==> config.mk <==
export PLATFORM = sky130hd
export DESIGN_NAME = scan_wait_mon
export DESIGN_NICKNAME = d
export VERILOG_FILES = /design/src/rtl/scan_wait_pkg.sv /design/src/rtl/scan_sync_chain.sv /design/src/rtl/scan_edge_det.sv /design/src/rtl/scan_high_timer.sv /design/src/rtl/scan_wait_ctrl.sv /design/src/rtl/scan_wait_mon.sv
export SDC_FILE = /design/constraint.sdc
export NUM_CORES = 1
export LEC_CHECK = 0
export BUFFER_PORTS_ARGS = -buffer_cell sky130_fd_sc_hd__buf_2
export CAP_MARGIN = 20
export CORE_MARGIN = 1
export CORE_UTILIZATION = 51
export DETAILED_ROUTE_END_ITERATION = 10
export PLACE_DENSITY = 0.85
export SLEW_MARGIN = 0
export SYNTH_ARGS = -nofsm -noshare
export SYNTH_HDL_FRONTEND = slang
export SYNTH_SLANG_ARGS = --single-unit
==> constraint.sdc <==
create_clock -name clk -period 2 [get_ports clk]
set_clock_uncertainty 0.1 [all_clocks]
set_input_delay 0.2 -clock clk [delete_from_list [all_inputs] [get_ports clk]]
set_output_delay 0.2 -clock clk [all_outputs]
set_load 0.03 [all_outputs]
==> src/rtl/scan_wait_pkg.sv <==
package scan_wait_pkg;
  typedef enum logic {
    WS_IDLE = 1'b0,
    WS_WAIT = 1'b1
  } wait_state_e;

  localparam int DEF_SYNC_STAGES = 2;
endpackage

==> src/rtl/scan_sync_chain.sv <==
module scan_sync_chain #(
  parameter int W      = 1,
  parameter int STAGES = 2
) (
  input  logic         clk,
  input  logic         rst_n,
  input  logic [W-1:0] d_i,
  output logic [W-1:0] q_o
);
  localparam int CHAIN_W = W * STAGES;

  logic [CHAIN_W-1:0] chain_q;

  always_ff @(posedge clk or negedge rst_n) begin
    if (!rst_n) chain_q <= '0;
    else        chain_q <= {chain_q[CHAIN_W-W-1:0], d_i};
  end

  assign q_o = chain_q[CHAIN_W-1 -: W];
endmodule

==> src/rtl/scan_edge_det.sv <==
module scan_edge_det (
  input  logic clk,
  input  logic rst_n,
  input  logic lvl_i,
  output logic rise_o,
  output logic fall_o
);
  logic prev_q;

  always_ff @(posedge clk or negedge rst_n) begin
    if (!rst_n) prev_q <= 1'b0;
    else        prev_q <= lvl_i;
  end

  assign rise_o = lvl_i & ~prev_q;
  assign fall_o = ~lvl_i & prev_q;
endmodule

==> src/rtl/scan_high_timer.sv <==
module scan_high_timer #(
  parameter int HTW = 16
) (
  input  logic           clk,
  input  logic           rst_n,
  input  logic           en_i,
  input  logic           level_i,
  input  logic           rise_i,
  output logic [HTW-1:0] high_time_o
);
  localparam logic [HTW-1:0] CNT_MAX = '1;
  localparam logic [HTW-1:0] CNT_ONE = HTW'(1);

  logic [HTW-1:0] cnt_q;
  logic           seen_q;

  always_ff @(posedge clk or negedge rst_n) begin
    if (!rst_n) begin
      cnt_q       <= '0;
      seen_q      <= 1'b0;
      high_time_o <= '0;
    end else if (!en_i) begin
      cnt_q       <= '0;
      seen_q      <= 1'b0;
      high_time_o <= '0;
    end else if (rise_i) begin
      if (seen_q) high_time_o <= cnt_q;
      seen_q <= 1'b1;
      cnt_q  <= CNT_ONE;
    end else if (level_i && cnt_q != CNT_MAX) begin
      cnt_q <= cnt_q + CNT_ONE;
    end
  end
endmodule

==> src/rtl/scan_wait_ctrl.sv <==
module scan_wait_ctrl
  import scan_wait_pkg::*;
#(
  parameter int TW = 16
) (
  input  logic                 clk,
  input  logic                 rst_n,
  input  logic                 start_i,
  input  logic signed [TW-1:0] timeout_i,
  input  logic                 rise_i,
  input  logic                 fall_i,
  output logic                 busy_o,
  output logic                 done_o,
  output logic                 timed_out_o,
  output logic                 miss_fall_o,
  output logic                 miss_rise_o
);
  localparam logic [TW-1:0] REM_ONE = TW'(1);

  wait_state_e   st_q;
  logic [TW-1:0] rem_q;
  logic          endless_q;
  logic          had_prev_q;
  logic          fall_seen_q;
  logic          rise_seen_q;
  logic          accept;
  logic          expire;

  assign accept = start_i && (st_q == WS_IDLE);
  assign expire = (st_q == WS_WAIT) && !endless_q && (rem_q == REM_ONE);
  assign busy_o = (st_q == WS_WAIT);

  always_ff @(posedge clk or negedge rst_n) begin
    if (!rst_n) begin
      st_q        <= WS_IDLE;
      rem_q       <= '0;
      endless_q   <= 1'b0;
      had_prev_q  <= 1'b0;
      fall_seen_q <= 1'b0;
      rise_seen_q <= 1'b0;
      done_o      <= 1'b0;
      timed_out_o <= 1'b0;
      miss_fall_o <= 1'b0;
      miss_rise_o <= 1'b0;
    end else begin
      done_o <= 1'b0;
      if (accept) begin
        fall_seen_q <= 1'b0;
        rise_seen_q <= 1'b0;
        miss_fall_o <= had_prev_q & (fall_seen_q | fall_i);
        miss_rise_o <= had_prev_q & (rise_seen_q | rise_i);
        if (timeout_i == '0) begin
          done_o      <= 1'b1;
          timed_out_o <= 1'b1;
          had_prev_q  <= 1'b1;
        end else begin
          st_q      <= WS_WAIT;
          endless_q <= timeout_i[TW-1];
          rem_q     <= timeout_i;
        end
      end else if (st_q == WS_IDLE) begin
        if (had_prev_q && fall_i) fall_seen_q <= 1'b1;
        if (had_prev_q && rise_i) rise_seen_q <= 1'b1;
      end else if (rise_i) begin
        st_q        <= WS_IDLE;
        done_o      <= 1'b1;
        timed_out_o <= 1'b0;
        had_prev_q  <= 1'b1;
      end else if (expire) begin
        st_q        <= WS_IDLE;
        done_o      <= 1'b1;
        timed_out_o <= 1'b1;
        had_prev_q  <= 1'b1;
      end else if (!endless_q) begin
        rem_q <= rem_q - REM_ONE;
      end
    end
  end
endmodule

==> src/rtl/scan_wait_mon.sv <==
module scan_wait_mon
  import scan_wait_pkg::*;
#(
  parameter int TW          = 16,
  parameter int HTW         = 16,
  parameter int SYNC_STAGES = DEF_SYNC_STAGES
) (
  input  logic                 clk,
  input  logic                 rst_n,
  input  logic                 scan_clk_i,
  input  logic                 engine_run_i,
  input  logic                 start_i,
  input  logic signed [TW-1:0] timeout_i,
  output logic                 busy_o,
  output logic                 done_o,
  output logic                 timed_out_o,
  output logic                 missed_fall_o,
  output logic                 missed_rise_o,
  output logic [HTW-1:0]       high_time_o,
  output logic                 scan_level_o,
  output logic                 scan_enabled_o
);
  localparam int SYNC_W = 2;

  logic [SYNC_W-1:0] sync_q;
  logic              lvl_s;
  logic              en_s;
  logic              rise_s;
  logic              fall_s;

  scan_sync_chain #(.W(SYNC_W), .STAGES(SYNC_STAGES)) u_sync (
    .clk   (clk),
    .rst_n (rst_n),
    .d_i   ({engine_run_i, scan_clk_i}),
    .q_o   (sync_q)
  );

  assign lvl_s          = sync_q[0];
  assign en_s           = sync_q[1];
  assign scan_level_o   = lvl_s;
  assign scan_enabled_o = en_s;

  scan_edge_det u_edge (
    .clk    (clk),
    .rst_n  (rst_n),
    .lvl_i  (lvl_s),
    .rise_o (rise_s),
    .fall_o (fall_s)
  );

  scan_wait_ctrl #(.TW(TW)) u_ctrl (
    .clk         (clk),
    .rst_n       (rst_n),
    .start_i     (start_i),
    .timeout_i   (timeout_i),
    .rise_i      (rise_s),
    .fall_i      (fall_s),
    .busy_o      (busy_o),
    .done_o      (done_o),
    .timed_out_o (timed_out_o),
    .miss_fall_o (missed_fall_o),
    .miss_rise_o (missed_rise_o)
  );

  scan_high_timer #(.HTW(HTW)) u_high (
    .clk         (clk),
    .rst_n       (rst_n),
    .en_i        (en_s),
    .level_i     (lvl_s),
    .rise_i      (rise_s),
    .high_time_o (high_time_o)
  );
endmodule

==> results.txt, run 1 <==
- Slowest CP cell: dfrtp_1
* Area of the mapped netlist: 0.00308 mm²
- The most common cell in the synthesized netlist is dfrtp_1.
- List of most frequent post-synthesis cells: 63 x dfrtp_1, 29 x nor2_1, 21 x o21ai_0
* Die Y: 79.7 µm
* Share of the clock period used by the worst path after layout: 106%
- Sorting the synthesized cells by area gives the leading types as dfrtp_1 51%, a22o_1 4.8%, xor2_1 4.0%, nor2_1 3.5%, o21ai_0 3.4%.
- Core box area: 0.00568 mm²
- The share of total power dissipated in the clock network is 22.3%.
- Vias in the first global route: 2651
- The tool flagged a number of max-cap violations equal to 0.
- Post-Route Utilization: 71.2%
- In this run the worst path has a maximum fanout of 3.
- CTS H-Tree Depth: 3
- Sort of element at the end of the critical path: flip-flop
* Layout cell share with drive strength beyond 1: 36.8%
- For this run, the number of Yosys warnings is 0.
- Share of the synthesized area in the top cell type: 51.2%
- In the synthesized netlist the dominant register cell turns out to be dfrtp_1.
* Met1 layer usage reported by global route: 35.0%
- Effective utilization at floorplan: 54.3%
- Beginning of the worst register-to-register path: u_ctrl.rem_q[1]$_DFFE_PN0P_
- Net Sw Frac: 37.1%
* Sequential-to-total area share from yosys stat: 51.2%
- After the first detailed-routing iteration, the DRC count stood at 320.
- Number of antenna diodes: 0
- Type of the setup path with the least slack: flip-flop to flip-flop
- STA puts the critical path data arrival time at 2.25 ns.
- 44 I/O pins were placed.
* Placed cell area: 0.00359 mm²
- Vias: 2894
- After global routing, the most crowded layer is met2.
- Measured in cells, the most critical reg-to-reg path has a length of 7.
* Number of buffer and inverter instances along the worst setup path: 1
- The final number of max-transition violations is 0.
- TritonCTS built the clock tree.
- Setup repair after global routing could not meet its margin everywhere.
* Post-detailed-routing wire length: 8440 µm
* Avg Inst Size Synth: 10.3 µm²
- Power density relative to cell area: 1060 mW/mm²
- Net switching power of the design: 1590 µW
* Worst Max-Slew Pin Slew: 0.649 ns
- Endpoint of the worst register-to-register path: u_ctrl.rem_q[10]$_DFFE_PN0P_
- VDD sags by at most 0.000693 V.
* Syn-to-layout area delta: 31.2%
- Data required time at the worst endpoint: 2.12 ns
- Syn_nets: 323
- Headroom to the max-slew limit came out at 56.7%.
* Violated checks: setup timing
- For this design the static power due to leakage is 0.00182 µW.
- After technology mapping, the gate count stands at 299.
* CP Launch Type: flip-flop
- For this run, design rule violations remaining after detail routing come to 0.
* Hold Path Sink: u_ctrl.rem_q[13]$_DFFE_PN0P_
* Seq pwr share: 39.1%
- Largest area contributor in the synthesized netlist: dfrtp_1
- Overall power consumption after layout is estimated at 4290 µW.
- Global-route total usage across every layer: 26.4%
- Entering global routing, the biggest net connects 64 pins.
- DP HPWL: 5220 µm
- Status: finished, violations left
* Cell family contributing the most delay on the critical path: compound AO/OA/AOI/OAI gates
- Number of storage elements in the synthesis netlist: 63
- For this run the aggregate overflow at the end of global routing stands at 0.
- In this run the clock root is driven by a clkbuf_8.
- Setup slack on the critical path of the routed design comes to -0.129 ns.
- Layout filler cell count: 387
- At the end of routability-driven placement, the weighted congestion stood at 0.897.
- Before CTS, the worst setup slack after placement is -0.140 ns.
- The worst hold path belongs to the class input pin to flip-flop.
- Number of cell rows: 27
- Detailed-route wire length per cell: 18.3 µm
- From left edge to right edge, the die measures 79.7 µm.
- The pre-antenna-repair detailed-routing pass consisted of 7 iterations.
* Maximum number of buffers from clock root to sink: 2
- Internal power component: 2700 µW
* Worst-Skew Late Latency: 0.35 ns
- Full die area: 0.00636 mm²
* Worst hold path depth: 3
* Number of port buffers: 43
* CP cell instances: inv_2 > ha_4 > or3b_4 > or2_1 > o41a_1 > o31ai_2 > o21ai_1
- The number of antenna violations at the first check in global routing came to 0.
* Number of buffers added by the clock tree synthesis step: 9
* Via count normalized by instance count: 6.28
- In this design, the stage delay of the slowest critical-path cell is 0.42 ns.
- Remaining number of nets flagged by the antenna check after routing: 0
- Setup slack of the worst register-to-register path: -0.13 ns
- Proportion of register bits with asynchronous set or reset after synthesis: 100%
- Setup violations remaining at the end of the flow were counted as 18.
* Number of distinct library cells after synthesis: 55
- Layout Cell Area excl Fill: 0.00404 mm²
- The routed design could run at a clock period as short as 2.13 ns.
- The net count of the finished layout is 409.
- First-pass GRT wire length: 12500 µm
- The worst hold path begins at timeout_i[13].
* Global-route track usage on met2: 39.1%
- Total clock sinks: 63
- Based on the critical path, the design can be clocked at up to 470 MHz.
- Number of hold violations in the final report: 0
- Fraction of met3 tracks used by global routing: 6.97%
- In this run, synthesis inferred 0 flip-flops with an integrated enable.
- Share of power burned in combinational logic: 38.5%
- After clock tree synthesis, the clock-pin slew on the worst setup and hold paths is 0.08 ns.
==> state kept, by name (all words and copies together) (netlist names) <==
name / count
u_ctrl.rem_q: 16
u_high.cnt_q: 16
u_high.high_time_o: 16
u_sync.chain_q: 4
u_ctrl.busy_o: 1
u_ctrl.done_o: 1
u_ctrl.endless_q: 1
u_ctrl.fall_seen_q: 1
u_ctrl.had_prev_q: 1
u_ctrl.miss_fall_o: 1
u_ctrl.miss_rise_o: 1
u_ctrl.rise_seen_q: 1
u_ctrl.timed_out_o: 1
u_edge.prev_q: 1
u_high.seen_q: 1
==> cell families (layout without fill, tap and decap cells) <==
logic type / Yosys count / count (layout) / share of synthesized area (%)
DFF: 63 / 63 / 51.2
AOI/OAI and AO/OA: 97 / 97 / 21.6
and+or+nand+nor: 102 / 102 / 18.1
adders and majority gates: 3 / 3 / 1.22
muxes: 2 / 2 / 0.650
xor gates and xnor gates: 14 / 14 / 3.98
buffers and inverters: 18 / 108 / 3.29
==> placed cells by master (no fill, tap or decap), drive strengths merged, types with 5 or more instances in the layout <==
master,synthesis,final
o2111ai,5,5
nor4,7,7
xor2,14,14
clkbuf,9,11
o31ai,7,7
nand3,8,8
and3,5,5
nor2,29,29
o21ai,23,23
dfrtp,63,63
nand2,17,17
a21oi,18,18
a22o,17,17
buf,5,86
a31oi,6,6
==> worst min-delay path: stages <==
cell and delay (ns):
buf_2 0.09, a21oi_1 0.06, o21ai_1 0.11
==> repair_timing <==
item / CTS / global route
pin swaps: 9 / 12
gates resized for setup: 15 / 33
hold buffers: 3 / 0
setup buffers: 4 / 5
endpoints found under the setup margin: 19 / 25
hold endpoints to repair: 65 / 0
==> routing by layer <==
layer	vias to the layer above	routed length [µm]	part of all wire (%)
li1	1295	-	-
met5	-	0	0
met4	0	388	4.6
met3	41	673	8.0
met2	154	3980	47
met1	1404	3390	40
==> power groups by stage <==
stage          logic [µW]  registers (µW)  clock network, µW
2_1_floorplan         619            1760                  0
3_3_place_gp         1200            1660                  0
3_5_place_dp         1260            1670                  0
4_1_cts              1370            1650                944
5_1_grt              1740            1690               1020
6_report             1650            1680                958
==> how the worst max path moves through the flow <==
stage | start | end | slack (ns) | depth (start not counted)
floorplan | u_ctrl.rem_q[0]$_DFFE_PN0P_ | u_ctrl.rem_q[10]$_DFFE_PN0P_ | -0.02 | 7
global placement | u_ctrl.rem_q[8]$_DFFE_PN0P_ | u_ctrl.rem_q[2]$_DFFE_PN0P_ | -0.05 | 5
detailed placement | u_ctrl.rem_q[0]$_DFFE_PN0P_ | u_ctrl.rem_q[14]$_DFFE_PN0P_ | -0.14 | 8
CTS | u_ctrl.rem_q[0]$_DFFE_PN0P_ | u_ctrl.rem_q[8]$_DFFE_PN0P_ | -0.06 | 6
global route | u_ctrl.rem_q[1]$_DFFE_PN0P_ | u_ctrl.rem_q[10]$_DFFE_PN0P_ | -0.15 | 7
finish | u_ctrl.rem_q[1]$_DFFE_PN0P_ | u_ctrl.rem_q[10]$_DFFE_PN0P_ | -0.13 | 7
==> stage by stage <==
stage	setup TNS (ns)	hold slack [ns]	std cells
floorplan	-0.0350	-0.196	299
global placement	-0.314	0.128	434
detailed placement	-1.36	0.136	434
CTS	-0.152	0.0521	456
global route	-1.58	0.0517	461
finish	-0.864	0.0462	461
==> cell type report <==
class                           instances  area [µm²]  share of cell area, %
Inverter                                4        15.0                  0.372
Tap cell                               72        90.1                   2.23
Clock buffer                           11         141                   3.50
Sequential cell                        63        1580                   39.0
Multi-Input combinational cell        218        1600                   39.6
Timing Repair Buffer                   89         596                   14.7
Clock inverter                          4        22.5                  0.557
(Power assumes the default switching activity.)
==> inputs of run 2 (changes only) <==
ABC_AREA = 1   (was not set)
CORE_UTILIZATION = 52   (was 51)
PLACE_DENSITY = 0.86   (was 0.85)
SLEW_MARGIN = 20   (was 0)
==> run 2 against run 1 <==
  * The flow now finishes without violations
  * Setup slack gained 0.37 ns
  * Synthesized cell count rose by 60%
  * Register-to-register slack improved by 0.37 ns
  * Critical path depth shrank 1
  * Maximum frequency up 21%
  * Clock-buffer cell count down 1
==> results.txt, run 2 <==
* Simple-gate portion of the synthesized area: 35.8%
* Leakage component of the power: 0.00200 µW
- After detailed routing, the total wire length is 7880 µm.
* Worst Max-Slew Pin Slew: 0.517 ns
- List of most frequent post-synthesis cells: 151 x nand2_1, 69 x nor2_1, 63 x dfrtp_1, 52 x inv_1, 37 x nand3_1
* Worst-Skew Late Latency: 0.35 ns
- Dominant register cell in the synthesized netlist: dfrtp_1
- Main area contributors after synthesis: dfrtp_1 46%, nand2_1 16%, nor2_1 7.5%, inv_1 5.7%, nand3_1 5.4%
- Status: completed
- The first detailed-routing pass took 5 iterations.
- The critical path goes through inv_2 > nor2_4 > inv_2 > o21ai_4 > nand3_1 > o21ai_1.
* Setup TNS: 0 ns
* Maximum number of buffers from clock root to sink: 2
- Together, buffers and inverters on the worst path number 2.
- Number of cell rows: 29
- Number of max-slew violations in the final report: 0
* Number of remaining DRC errors: 0
- Worst slack, placed: 0.233 ns
* Worst slew margin: 65.4%
- The H-tree was split into 3 levels.
- In this run the mean area of a mapped cell was 7.24 µm².
- Setup repair after global routing left no endpoint under its margin.
- Global-route total usage across every layer: 25.3%
- Syn-to-layout area delta: 15.4%
- Yosys instantiated no cell more often than nand2_1.
* Synthesized-area fraction occupied by xor and xnor cells: 1.01%
- Measured along the x axis, the die boundary spans 83.5 µm.
* Net count of the finished layout: 556
- Library cell appearing most often on the critical path: inv_2
- Total clock sinks: 63
- The slowest stage of the critical path is the dfrtp_1 cell.
- Largest area contributor in the synthesized netlist: dfrtp_1
* Number of distinct library cells after synthesis: 28
- Cell family contributing the most delay on the critical path: compound AO/OA/AOI/OAI gates
- Max-cap violations in this run came to 0.
* Largest net degree at the start of global routing: 64
- In this run the tool buffered the top-level ports with 43 buffer cells.
* Global-route track usage on met2: 40.5%
- Number of storage elements in the synthesis netlist: 63
- The post-route netlist has 17.6% of its cells at a drive strength greater than 1.
- Power comes to 4100 µW.
- For this run, the slowest stage of the critical path takes 0.49 ns.
- The cell count after synthesis came out at 477.
- CP Launch Type: flip-flop
- In this run the count of I/O pins placed on the die edge is 44.
* Commonest cells after routing, fill and taps aside: 151 x nand2_1, 69 x nor2_1, 63 x dfrtp_1
- STA classifies the critical path endpoint as a flip-flop.
- Area of the mapped netlist: 0.00345 mm²
- Effective utilization at floorplan: 54.1%
- Full die area: 0.00697 mm²
- In the routed layout, each cell is associated on average with a via count of 5.30.
- Data required time at the worst endpoint: 2.17 ns
- STA puts the critical path data arrival time at 1.92 ns.
* Highest achievable clock rate: 569 MHz
- The library cell used most frequently in the layout, excluding fill and tap cells, is nand2_1.
- After layout, the worst path uses 87.8% of the clock period.
* Final setup fails: 0
* Dominant combinational cell family by area after synthesis: simple AND/OR/NAND/NOR gates
- Summing the areas of all compound-gate instances in the mapped netlist gives 7.94% of the synthesized area.
- Share of the synthesized area in the top cell type: 45.7%
- Post-Synth Adder-Cell Area: 1.09%
- The number of nets handed over by synthesis was 501.
- After synthesis, the share of flip-flops with an asynchronous set or reset is 100%.
* Remaining number of nets flagged by the antenna check after routing: 0
- Die Y: 83.5 µm
- Across all layers, the routed design uses 3244 vias.
- 0 antenna diodes ended up in the layout.
- In the global route stage, met3 resource usage came out at 4.06%.
* Mux contribution to synthesized area: 0%
- Worst vdd rail ir drop: 0.000564 V
- For this run, the number of Yosys warnings is 0.
- DP HPWL: 5630 µm
* Met1 layer usage reported by global route: 32.7%
* Type of the setup path with the least slack: flip-flop to flip-flop
- CTS clk-pin slew, worst paths: 0.06 ns
- Largest registers: u_ctrl.rem_q (16), u_high.cnt_q (16), u_high.high_time_o (16)
- Post-Route Utilization: 62.4%
- Along the worst path, the maximum fanout reaches 19.
- Sequential cells were found to cover 45.7% of the synthesized design area.
- The congestion estimate from routability-driven global placement came to 0.940.
* Detailed-route wire length per cell: 12.9 µm
- The via count of the first global-routing pass is 3178.
- met2 is the most crowded layer.
- The hold violation total from the final report is 0.
* Final critical-path setup slack: 0.244 ns
- The number of antenna violations at the first check in global routing was 0.
* Minimum clock period: 1.76 ns
- Power density relative to cell area: 1030 mW/mm²
- Overflow after GRT: 0
- Drt first-iter violations: 356
- Count of flip-flops with a built-in enable after synthesis: 0
* Class of the most critical hold timing path: input pin to flip-flop
- The root buffer cell chosen for the clock tree is clkbuf_8.
- Number of buffers added by the clock tree synthesis step: 9
* First-pass GRT wire length: 14000 µm
- The core region is 0.00639 mm².
* TritonCTS clock tree: done
-- run 2: changes by cell type in the layout (fill, tap and decap cells not counted), moves of 6 or more --
cell / before / now
nand2_1: 14 / 151
inv_1: 2 / 52
xor2_1: 14 / 4
nor2_1: 27 / 69
nand3_1: 8 / 37
buf_4: 38 / 6
inv_2: 2 / 8
a22o_1: 17 / 0
a21oi_2: 6 / 0
o22ai_1: 2 / 13
-- run 2: worst reg2reg max path: stages (launching register included) --
cell and delay [ns]:
dfrtp_1 0.49, inv_2 0.11, nor2_4 0.20, inv_2 0.11, o21ai_4 0.44, nand3_1 0.13, o21ai_1 0.11
-- run 2: final timing paths --
path | endpoint | slack, ns | cells past startpoint | start
min in group asynchronous | u_ctrl.rem_q[5]$_DFFE_PN0P_ | 0.27 | 3 | rst_n
max in group asynchronous | u_high.high_time_o[8]$_DFFE_PN0P_ | 1.23 | 3 | rst_n
min reg2reg | u_sync.chain_q[3]$_DFF_PN0_ | 0.25 | 0 | u_sync.chain_q[1]$_DFF_PN0_
max | u_high.high_time_o[13]$_DFFE_PN0P_ | 0.24 | 6 | u_sync.chain_q[2]$_DFF_PN0_
max reg2reg | u_high.high_time_o[13]$_DFFE_PN0P_ | 0.24 | 6 | u_sync.chain_q[2]$_DFF_PN0_
min | u_ctrl.endless_q$_DFFE_PN0P_ | 0.03 | 3 | timeout_i[15]
-- run 2: cell type report --
type                    instances  area [µm²]
clock buffers                  10         138
clock inverters                 4        47.5
fillers                       563        2400
inverters                      61         230
multi-input cells             344        1580
flip-flops and latches         63        1580
well taps                      77        96.3
repair buffers                 53         310
-- run 2: through the flow --
| step | area, µm² | cells | hold WS (ns) |
|---|---|---|---|
| after floorplan | 3450 | 477 | -0.196 |
| after global placement | 3770 | 595 | 0.134 |
| after detailed placement | 3770 | 595 | 0.139 |
| after CTS | 3980 | 612 | 0.0357 |
| after global routing | 3980 | 612 | 0.0524 |
| final | 3980 | 612 | 0.0304 |
-- run 2: what timing repair did --
item                                   4_1_cts  5_1_grt
hold buffers                                 3        0
endpoints found under the hold margin       65        0
setup buffers                                0        0
gates resized for setup                      0        0
-- run 2: report_power, final --
part           internal (µW)  switching (µW)
Combinational            453             895
Sequential              1480             204
Clock                    590             476
-- run 2: logic make-up after synthesis --
family,count (synthesis)
flip-flops,63
XOR/XNOR,4
adder cells (fa/ha/maj),3
AND/OR/NAND/NOR,288
AO/OA/AOI/OAI,49
buffers and inverters,70
-- run 2: layer usage --
metal	vias to the layer above	part of all wire [%]
met5	-	0
met4	0	3.0
met3	20	5.3
met2	118	45
met1	1497	47
li1	1609	-
==> inputs of run 3 (changes only) <==
CORE_UTILIZATION = 35   (was 52)
PLACE_DENSITY = 0.65   (was 0.86)
==> run 3 against run 2 <==
  * Setup slack got worse by 0.066 ns
  * Sequential share of layout area fell by 1.4 points
  * Global-route usage fell by 7.6 points
  * Non-clock buffer count rose by 2
  * Register-to-register slack got worse by 0.07 ns
  * Utilization fell by 19 points
  * Power rose by 6.6%
  * Via count fell by 2.3%
  * Combinational power barely moved
  * Critical path type unchanged
  * Critical endpoint is now u_high.high_time_o[15]$_DFFE_PN0P_
  * Largest cell class unchanged
  * Largest power group unchanged
==> results.txt, run 3 (synthesized netlist as in run 2, its figures left out) <==
- Final critical-path setup slack: 0.178 ns
- Row generation in the floorplan step produced 35 rows.
- Detailed routing placed a total of 3800 µm of wire on met2.
- Number of max-cap violations: 0
- Share of the clock period used by the worst path after layout: 91.1%
- Worst slew margin: 63.8%
* Setup slack of the worst register-to-register path: 0.18 ns
* Commonest cells after routing, fill and taps aside: 151 x nand2_1, 69 x nor2_1, 63 x dfrtp_1
- Of the cells placed in the final design, the portion with a size suffix greater than 1 is 17.7%.
- CP Max Fanout: 19
- The number of setup buffers added after CTS is 0.
- Drt first-iter violations: 148
- STA classifies the critical path endpoint as a flip-flop.
- Wires add up to 8130 µm.
* Power density relative to cell area: 1060 mW/mm²
* CP Launch Type: flip-flop
- Detailed-route wire length per cell: 12.2 µm
* Core box area: 0.00942 mm²
- Met1 routed wirelength after detailed routing: 3750 µm
- On the critical path the largest part of the delay comes from compound AO/OA/AOI/OAI gates.
* Total instance count after detailed placement: 648
- Fill cells in the final layout number 966.
- Measured on the finished design, the core utilization comes to 43.8%.
- Counting along the longest clock path gives a buffer depth of 2.
- The die covers 0.0103 mm².
- The library cell used most frequently in the layout, excluding fill and tap cells, is nand2_1.
- For this run, the detailed router's first-pass iteration total came to 5.
- Compared with the post-synthesis result, the final layout area differs by 19.5%.
* Vias in the first global route: 3024
* Unrepaired setup endpoints after global routing: no
* Top layer reached by signal wires: met4
- The critical path goes through inv_2 > nor2_4 > inv_2 > o21ai_4 > nand3_1 > o21ai_1.
- Library cell appearing most often on the critical path: inv_2
- Via count normalized by instance count: 4.76
- At the pin with the least slew margin, the transition time is 0.541 ns.
* Final std cells w/o fill: 666
- Setup violations remaining at the end of the flow were counted as 0.
- Slowest Stage Delay on Critical Path: 0.48 ns
- Number of buffers added by the clock tree synthesis step: 9
- For the worst setup path, the data arrival time is 1.99 ns.
- Global-route total usage across every layer: 17.6%
* Vias: 3169
* Total clock sinks: 63
- Die Y: 101 µm
* Largest net degree at the start of global routing: 64
- Minimum clock period: 1.82 ns
- Counting both buffers and inverters, the worst setup path holds a total of 2.
- First-pass GRT wire length: 13900 µm
* Status: completed
* DIE WIDTH: 101 µm
* Class of the most critical hold timing path: input pin to flip-flop
* Net count of the finished layout: 558
- Number of max-slew violations in the final report: 0
- At the placement stage, the worst setup path has a slack of 0.167 ns.
- Type of the setup path with the least slack: flip-flop to flip-flop
* Leakage component of the power: 0.00203 µW
* Worst-Skew Late Latency: 0.35 ns
- CTS placed an instance of clkbuf_8 at the clock tree root.
- TritonCTS built the clock tree.
- Antenna violations before repair: 0
- Remaining number of nets flagged by the antenna check after routing: 0
* Effective utilization at floorplan: 36.7%
- Number of antenna diodes: 0
- Overflow after GRT: 0
- The worst-case IR drop observed on VDD is 0.000478 V.
- Highest achievable clock rate: 549 MHz
- In the final layout, the registers with the most flip-flops are u_ctrl.rem_q (16), u_high.cnt_q (16), u_high.high_time_o (16).
- The wire-length estimate of the detail-placed layout is 5890 µm.
- Summed over all nets, wire length on met3 after detailed routing comes to 495 µm.
* Boundary pin count: 44
* Number of port buffers: 43
* Number of remaining DRC errors: 0
- CTS H-Tree Depth: 3
* Placer's final routability congestion estimate: 0.901
* Setup TNS: 0 ns
- Slowest CP cell: dfrtp_1
* PnR Total Power: 4380 µW
- Data required time at the worst endpoint: 2.16 ns
- The hold violation total from the final report was 0.
- Clock-pin slew was measured on the worst setup and hold paths at 0.07 ns.
-- run 3: cell types whose count changed in the layout (fill, tap and decap cells not counted) --
cell           previous run  this run
bufinv_16                 1         3
buf_12                    1         2
dlygate4sd3_1             3         4
clkinvlp_4                1         0
clkinv_2                  3         2
-- run 3: metrics by stage --
step                hold WS (ns)  instance area, µm²
finish                    0.0584                4130
global placement           0.140                3850
floorplan                 -0.196                3450
global route              0.0682                4130
CTS                       0.0440                4130
detailed placement         0.143                3850
-- run 3: report_power, final --
group          total, µW  switching [µW]  internal, µW
registers           1690             205          1480
logic               1360             879           476
clock network       1330             485           846
total               4380            1570          2810
-- run 3: worst paths after layout --
kind                                                  start  cells after the start                            endpoint
worst max-delay path            u_sync.chain_q[2]$_DFF_PN0_                      6  u_high.high_time_o[15]$_DFFE_PN0P_
worst min-delay path                           timeout_i[8]                      5         u_ctrl.rem_q[8]$_DFFE_PN0P_
worst max register to register  u_sync.chain_q[2]$_DFF_PN0_                      6  u_high.high_time_o[15]$_DFFE_PN0P_
worst min register to register  u_sync.chain_q[0]$_DFF_PN0_                      0         u_sync.chain_q[2]$_DFF_PN0_
max in group asynchronous                             rst_n                      3             u_edge.prev_q$_DFF_PN0_
min in group asynchronous                             rst_n                      3         u_ctrl.rem_q[3]$_DFFE_PN0P_
-- run 3: final cells by class --
type | instances | area [µm²] | share of cell area (%)
clock buffers | 10 | 138 | 3.34
clock inverters | 4 | 95.1 | 2.31
inverters | 61 | 230 | 5.58
multi-input cells | 344 | 1580 | 38.4
flip-flops and latches | 63 | 1580 | 38.2
well taps | 129 | 161 | 3.91
repair buffers | 55 | 340 | 8.25
-- run 3: layer usage --
| metal | GRT usage [%] | vias up |
|---|---|---|
| li1 | - | 1614 |
| met1 | 22.2 | 1466 |
| met2 | 29.1 | 80 |
| met3 | 5.11 | 9 |
| met4 | 5.91 | 0 |
| met5 | 0 | - |
-- run 3: worst register-to-register path: stages (launching register included) --
cell and delay [ns]:
dfrtp_1 0.48, inv_2 0.11, nor2_4 0.22, inv_2 0.11, o21ai_4 0.46, nand3_1 0.16
o21ai_1 0.11
-- run 3: repair_timing --
action                                  4_1_cts  5_1_grt
endpoints found under the setup margin        0        0
endpoints found under the hold margin        66        0
hold buffers                                  4        0
resized for setup                             0        0
